$ cat src/rtl/svc_wdog_pkg.sv
// Package: shared level encoding for the service-line watchdog.
// Assumes the service code is already digitised into two bits.
package svc_wdog_pkg;

    typedef enum logic [1:0] {
        LVL_LOW  = 2'd0,
        LVL_HIGH = 2'd1,
        LVL_MID  = 2'd2
    } lvl_e;

    // Code that the synchroniser presents during reset (mid: timer idle).
    localparam logic [1:0] CODE_IDLE = 2'b10;

    // Map the raw two-bit code to a level; both codes with bit 1 set are mid.
    function automatic lvl_e decode_lvl(input logic [1:0] code);
        if (code[1])
            return LVL_MID;
        else if (code[0])
            return LVL_HIGH;
        else
            return LVL_LOW;
    endfunction

endpackage

$ cat src/rtl/svc_wdog_sync.sv
// Module: two-flop synchroniser for a bus of independent asynchronous bits.
// Assumes each bit may be resampled independently (no multi-bit coherence needed
// beyond what the two-stage settling gives); RST_VAL sets the reset content.
module svc_wdog_sync #(
    parameter int          W       = 1,
    parameter logic [W-1:0] RST_VAL = '0
) (
    input  logic         clk,
    input  logic         rst_n,
    input  logic [W-1:0] d_async,
    output logic [W-1:0] q_sync
);

    logic [W-1:0] stage1_q;
    logic [W-1:0] stage2_q;

    // Two-stage resampling into the clock domain.
    always_ff @(posedge clk) begin
        if (!rst_n) begin
            stage1_q <= RST_VAL;
            stage2_q <= RST_VAL;
        end else begin
            stage1_q <= d_async;
            stage2_q <= stage1_q;
        end
    end

    assign q_sync = stage2_q;

endmodule

$ cat src/rtl/svc_wdog_base.sv
// Module: time-base unit. It produces a one-cycle advance pulse, either from a
// free-running prescaler (internal base) or from rising edges of the
// synchronised external tick. Assumes CLK_DIV >= 2.
module svc_wdog_base #(
    parameter int CLK_DIV = 100000
) (
    input  logic clk,
    input  logic rst_n,
    input  logic base_sel,
    input  logic ext_tick_s,
    output logic advance
);

    localparam int PW = (CLK_DIV > 1) ? $clog2(CLK_DIV) : 1;
    localparam logic [PW-1:0] PRE_LAST = PW'(CLK_DIV - 1);

    logic [PW-1:0] pre_q;
    logic          pre_tick;
    logic          ext_prev_q;
    logic          ext_rise;

    assign pre_tick = (pre_q == PRE_LAST);
    assign ext_rise = ext_tick_s & ~ext_prev_q;

    // Free-running prescaler that wraps every CLK_DIV clocks.
    always_ff @(posedge clk) begin
        if (!rst_n)
            pre_q <= '0;
        else if (pre_tick)
            pre_q <= '0;
        else
            pre_q <= pre_q + 1'b1;
    end

    // Previous external tick level, used for rising-edge detection.
    always_ff @(posedge clk) begin
        if (!rst_n)
            ext_prev_q <= 1'b0;
        else
            ext_prev_q <= ext_tick_s;
    end

    // Pick the advance source.
    always_comb begin
        advance = base_sel ? pre_tick : ext_rise;
    end

    // Advance pulses never come on two cycles in a row.
    p_adv_sparse_r9: assert property (@(posedge clk) disable iff (!rst_n)
        advance |=> !advance);

endmodule

$ cat src/rtl/svc_wdog_timer.sv
// Module: timeout counter. It counts advance pulses, clears on restart, and
// fires once when the selected limit is reached, then starts over from zero.
// Assumes the limits are at least 1; a limit that drops below the current
// count (speed change) fires on the next advance.
module svc_wdog_timer #(
    parameter int FAST_TICKS = 100,
    parameter int SLOW_TICKS = 1600,
    parameter int EXT_TICKS  = 1600
) (
    input  logic clk,
    input  logic rst_n,
    input  logic base_sel,
    input  logic speed_sel,
    input  logic restart,
    input  logic advance,
    output logic fire
);

    localparam int MAX_A   = (FAST_TICKS > SLOW_TICKS) ? FAST_TICKS : SLOW_TICKS;
    localparam int MAX_LIM = (MAX_A > EXT_TICKS) ? MAX_A : EXT_TICKS;
    localparam int CW      = $clog2(MAX_LIM + 1);

    logic [CW-1:0] cnt_q;
    logic [CW-1:0] limit;
    logic          at_end;

    // Limit chosen by the time base and the speed input.
    always_comb begin
        if (!base_sel)
            limit = CW'(EXT_TICKS);
        else if (speed_sel)
            limit = CW'(FAST_TICKS);
        else
            limit = CW'(SLOW_TICKS);
    end

    assign at_end = (cnt_q >= limit - 1'b1);
    assign fire   = !restart && advance && at_end;

    // Count advances; wrap to zero on a timeout or a restart.
    always_ff @(posedge clk) begin
        if (!rst_n)
            cnt_q <= '0;
        else if (restart || fire)
            cnt_q <= '0;
        else if (advance)
            cnt_q <= cnt_q + 1'b1;
    end

    // The count never reaches the largest limit.
    p_cnt_bound_r8: assert property (@(posedge clk) disable iff (!rst_n)
        cnt_q < CW'(MAX_LIM));

    // After a timeout the count starts over from zero.
    p_restart_after_fire_r5: assert property (@(posedge clk) disable iff (!rst_n)
        fire |=> (cnt_q == '0));

endmodule

$ cat src/rtl/svc_watchdog.sv
// Module: tri-level service watchdog top. It synchronises the service code and
// the external tick, decodes the level, restarts the timer on every level
// change, and holds the fault flag and the strobe register.
// Assumes base_sel, speed_sel and low_line are already synchronous to clk.
module svc_watchdog #(
    parameter int CLK_DIV    = 100000,
    parameter int FAST_TICKS = 100,
    parameter int SLOW_TICKS = 1600,
    parameter int EXT_TICKS  = 1600
) (
    input  logic       clk,
    input  logic       rst_n,
    input  logic [1:0] svc_code,
    input  logic       base_sel,
    input  logic       speed_sel,
    input  logic       ext_tick,
    input  logic       low_line,
    output logic       wdo_n,
    output logic       timeout_stb
);

    import svc_wdog_pkg::*;

    logic [2:0] sync_q;
    logic [1:0] code_s;
    logic       ext_s;
    lvl_e       lvl_now;
    lvl_e       lvl_q;
    logic       svc_edge;
    logic       svc_mid;
    logic       restart;
    logic       advance;
    logic       fire;
    logic       fault_q;
    logic       stb_q;

    svc_wdog_sync #(
        .W       (3),
        .RST_VAL ({1'b0, CODE_IDLE})
    ) u_sync (
        .clk     (clk),
        .rst_n   (rst_n),
        .d_async ({ext_tick, svc_code}),
        .q_sync  (sync_q)
    );

    assign code_s = sync_q[1:0];
    assign ext_s  = sync_q[2];

    assign lvl_now  = decode_lvl(code_s);
    assign svc_edge = (lvl_now != lvl_q);
    assign svc_mid  = (lvl_now == LVL_MID);
    assign restart  = svc_edge | svc_mid | low_line;

    // Remember the previous decoded level for change detection.
    always_ff @(posedge clk) begin
        if (!rst_n)
            lvl_q <= LVL_MID;
        else
            lvl_q <= lvl_now;
    end

    svc_wdog_base #(
        .CLK_DIV (CLK_DIV)
    ) u_base (
        .clk        (clk),
        .rst_n      (rst_n),
        .base_sel   (base_sel),
        .ext_tick_s (ext_s),
        .advance    (advance)
    );

    svc_wdog_timer #(
        .FAST_TICKS (FAST_TICKS),
        .SLOW_TICKS (SLOW_TICKS),
        .EXT_TICKS  (EXT_TICKS)
    ) u_timer (
        .clk       (clk),
        .rst_n     (rst_n),
        .base_sel  (base_sel),
        .speed_sel (speed_sel),
        .restart   (restart),
        .advance   (advance),
        .fire      (fire)
    );

    // Fault flag: set by a timeout, cleared by a level change, mid, or low line.
    always_ff @(posedge clk) begin
        if (!rst_n)
            fault_q <= 1'b0;
        else if (restart)
            fault_q <= 1'b0;
        else if (fire)
            fault_q <= 1'b1;
    end

    // Register the timeout event as a single-cycle strobe.
    always_ff @(posedge clk) begin
        if (!rst_n)
            stb_q <= 1'b0;
        else
            stb_q <= fire;
    end

    assign wdo_n       = ~(fault_q & ~low_line);
    assign timeout_stb = stb_q;

    // The fault output only falls together with a strobe.
    p_fault_with_stb_r4: assert property (@(posedge clk) disable iff (!rst_n)
        $fell(wdo_n) && !$past(low_line) |-> timeout_stb);

    // Strobes are one cycle wide.
    p_stb_single_r5: assert property (@(posedge clk) disable iff (!rst_n)
        timeout_stb |=> !timeout_stb);

    // A mid level leaves nothing pending in the following cycle.
    p_mid_idle_r2: assert property (@(posedge clk) disable iff (!rst_n)
        svc_mid |=> (wdo_n && !timeout_stb));

    // No strobe follows a low-line cycle.
    p_lowline_quiet_r7: assert property (@(posedge clk) disable iff (!rst_n)
        low_line |=> !timeout_stb);

endmodule

$ cat config.mk
export PLATFORM = sky130hd
export DESIGN_NAME = svc_watchdog
export DESIGN_NICKNAME = d
export VERILOG_FILES = /design/src/rtl/svc_wdog_pkg.sv /design/src/rtl/svc_wdog_sync.sv /design/src/rtl/svc_wdog_base.sv /design/src/rtl/svc_wdog_timer.sv /design/src/rtl/svc_watchdog.sv
export SDC_FILE = /design/constraint.sdc
export NUM_CORES = 1
export LEC_CHECK = 0
export BUFFER_PORTS_ARGS = -buffer_cell sky130_fd_sc_hd__buf_4
export CAP_MARGIN = 20
export CORE_MARGIN = 2
export CORE_UTILIZATION = 40
export DETAILED_ROUTE_END_ITERATION = 12
export GPL_ROUTABILITY_DRIVEN = 0
export PLACE_DENSITY = 0.58
export SYNTH_ARGS = -nofsm -noshare
export SYNTH_HDL_FRONTEND = slang
export SYNTH_SLANG_ARGS = --single-unit
$ cat constraint.sdc
create_clock -name clk -period 3.46 [get_ports clk]
set_clock_uncertainty 0.15 [all_clocks]
set_input_delay 0.519 -clock clk [delete_from_list [all_inputs] [get_ports clk]]
set_output_delay 0.519 -clock clk [all_outputs]
set_load 0.01 [all_outputs]
==> summary.md <==
| Metric | Value |
|---|---|
| Status | `completed` |
| Final Power | `822 uW` |
| Commonest cells after routing, fill and taps aside | `dfxtp_1 (39), nor2_1 (21), nand3_1 (14)` |
| Vias/cell | `5.50` |
| Rel. slew slack | `0.493` |
| Core Region | `4350 um2` |
| FMAX | `0.382 GHz` |
| Post-CTS sizing | `0` |
| Vias in the first global route | `1418` |
| Area of the multi-input gates | `955 um2` |
| Share of layout cells above drive strength 1 | `0.101` |
| Initial antenna violation count | `0` |
| Ports | `10` |
| DRT iter0 DRCs | `58` |
| Num CTS Buffers | `5` |
| CTS sink count | `39` |
| CTS tree | `built` |
| Largest net degree at the start of global routing | `21` |
| Setup TNS | `0 ns` |
| # Post-CTS Setup Buffers | `0` |
| Ys async rst share | `0` |
| WHS | `0.260 ns` |
| Die height | `71.2 um` |
| Gr ovfl total | `0` |
| Routed Antenna Nets | `0` |
| Mapped Area | `1800 um2` |
| Die width | `71.2 um` |
| Setup crit start kind | `register` |
| Skew-Pair Late Insertion Delay | `0.29 ns` |
| Vias | `1431` |
| FP Rows | `24` |
| Routed WL | `3.43 mm` |
| Clock H-tree levels | `2` |
| Commonest non-fill, non-tap cell in the layout | `dfxtp_1` |
| Max-Cap Viols | `0` |
| Leak pwr | `0.000694 uW` |
| Root buffer cell | `clkbuf_8` |
| Area Overhead vs Synth | `10.7%` |
| Final count of hold timing violations | `0` |
| RSZ-0062 raised after global routing | `no` |
| Placed cell area | `1890 um2` |
| Critical path data required time | `3.51 ns` |
| 1st-pass router iterations | `4` |
| Yosys cell types | `38` |
| Period Utilization, post-route | `0.757` |
| Post-cts hold buffer count | `0` |
| Data arrival, critical path | `2.67 ns` |
| EDFF count, synth | `0` |
| Post-Syn Area per Cell | `9.02 um2` |
| Final setup violation count | `0` |
| Port Buffers | `9` |
| Initial Util | `0.414` |
| Synth warn | `0` |
| Worst-margin pin slew | `0.760 ns` |
| Power Dens Cells | `411 nW/um2` |
| #FFs+latches synth | `39` |
| Maximum VDD drop | `0.000230 V` |
| Syn_nets | `213` |
| Post-DP HPWL | `2.51 mm` |
| Post-synth top flop | `dfxtp_1` |
| Post-Layout Inst Area | `2000 um2` |
| Setup Crit Path Kind | `reg2reg` |
| Clock-pin slew on the worst setup and hold paths | `0.08 ns` |
| Sequential share of the synthesized area | `0.433` |
| Die ar. | `5060 um2` |
| Worst Path Max Fanout | `20` |
| Layout filler cell count | `430` |
| Nets@finish | `220` |
| Max Slew Vio Count | `0` |
| Critical Path End Type | `register` |
| First-pass GRT wire length | `6.09 mm` |
| # diodes | `0` |
| Count of mapped cells out of synthesis | `200` |
| Deepest clock path buffer count | `2` |
| Drt wl/cell | `13.2 um` |
| Minimum clock period | `2.62 ns` |
| Sequential Area | `781 um2` |
| Hold WC Path Type | `reg2reg` |
| Tot GR Track Use | `0.150` |
| # DRC | `0` |
[metal layers]
| layer | share of wire | GRT usage | vias up |
|---|---|---|---|
| li1 | - | - | 722 |
| met1 | 0.46 | 0.180 | 681 |
| met2 | 0.49 | 0.250 | 20 |
| met3 | 0.027 | 0.0342 | 8 |
| met4 | 0.020 | 0.0797 | 0 |
| met5 | 0 | 0 | - |
[state kept, by name, indices dropped and copies added, names as in the netlist]
signal / count
u_timer.cnt_q: 11
u_sync.stage1_q: 3
u_base.pre_q: 17
timeout_stb: 1
u_sync.q_sync: 3
fault_q: 1
lvl_q: 2
u_base.ext_prev_q: 1
[cells in the mapped netlist (all sizes together) (4+ instances only)]
| cell | count | area share |
|---|---|---|
| clkbuf | 7 | 0.015 |
| nand2 | 8 | 0.017 |
| o31ai | 4 | 0.017 |
| ha | 5 | 0.035 |
| nor2 | 21 | 0.044 |
| xor2 | 12 | 0.058 |
| xnor2 | 6 | 0.029 |
| o21ai | 7 | 0.019 |
| or4 | 5 | 0.021 |
| a21oi | 5 | 0.016 |
| a211oi | 8 | 0.033 |
| dfxtp | 39 | 0.43 |
| nand2b | 6 | 0.021 |
| nand3 | 14 | 0.039 |
| nand4 | 5 | 0.017 |
| or3 | 4 | 0.014 |
| and2 | 9 | 0.031 |
| inv | 7 | 0.015 |
| nor3 | 5 | 0.014 |
[stage by stage]
step / cells / worst slack (ns) / utilization
after floorplan: 200 / 0.734 / -
after global placement: 252 / 0.786 / 0.435
after detailed placement: 252 / 0.561 / 0.435
after CTS: 260 / 0.822 / 0.459
after global routing: 260 / 0.683 / 0.459
final: 260 / 0.841 / 0.459
[layout make-up]
class	count	area share
flip-flops and latches	39	0.391
repair buffers	9	0.0338
multi-input cells	145	0.478
well taps	52	0.0326
clock inverters	1	0.00376
clock buffers	7	0.0482
inverters	7	0.0131
[path summary, 6_finish.rpt]
kind | startpoint | depth (start not counted) | slack (ns) | end
min reg2reg | u_sync.stage1_q[1] | 1 | 0.26 | u_sync.q_sync[1]
max reg2reg | u_base.pre_q[6] | 5 | 0.84 | u_timer.cnt_q[10]
max | u_base.pre_q[6] | 5 | 0.84 | u_timer.cnt_q[10]
min | u_sync.stage1_q[1] | 1 | 0.26 | u_sync.q_sync[1]
[worst max-delay path, cell delays in order, from the launching register on]
cell and delay [ns]:
dfxtp_1 0.36, or4b_4 0.56, nor4_4 0.38, a21oi_2 0.27
or4_1 0.57, a211oi_1 0.24
[logic make-up (layout without fill, tap and decap cells)]
logic type	count (synthesis)	count (layout)	share of synthesized area
multiplexers	1	1	0.00555
AND/OR/NAND/NOR	89	89	0.279
XOR/XNOR	18	18	0.0874
flip-flops	39	39	0.433
adder cells (fa/ha/maj)	5	5	0.0347
AO/OA/AOI/OAI	32	32	0.122
buffers and inverters	16	24	0.0381
[report_power, final]
part	internal, uW	total [uW]	leakage, uW	switching (uW)
Sequential	455	459	0.000316	3.94
Clock	181	336	0.0000505	155
Combinational	12.7	26.6	0.000327	13.9
Power figures use the tool's default switching activity.
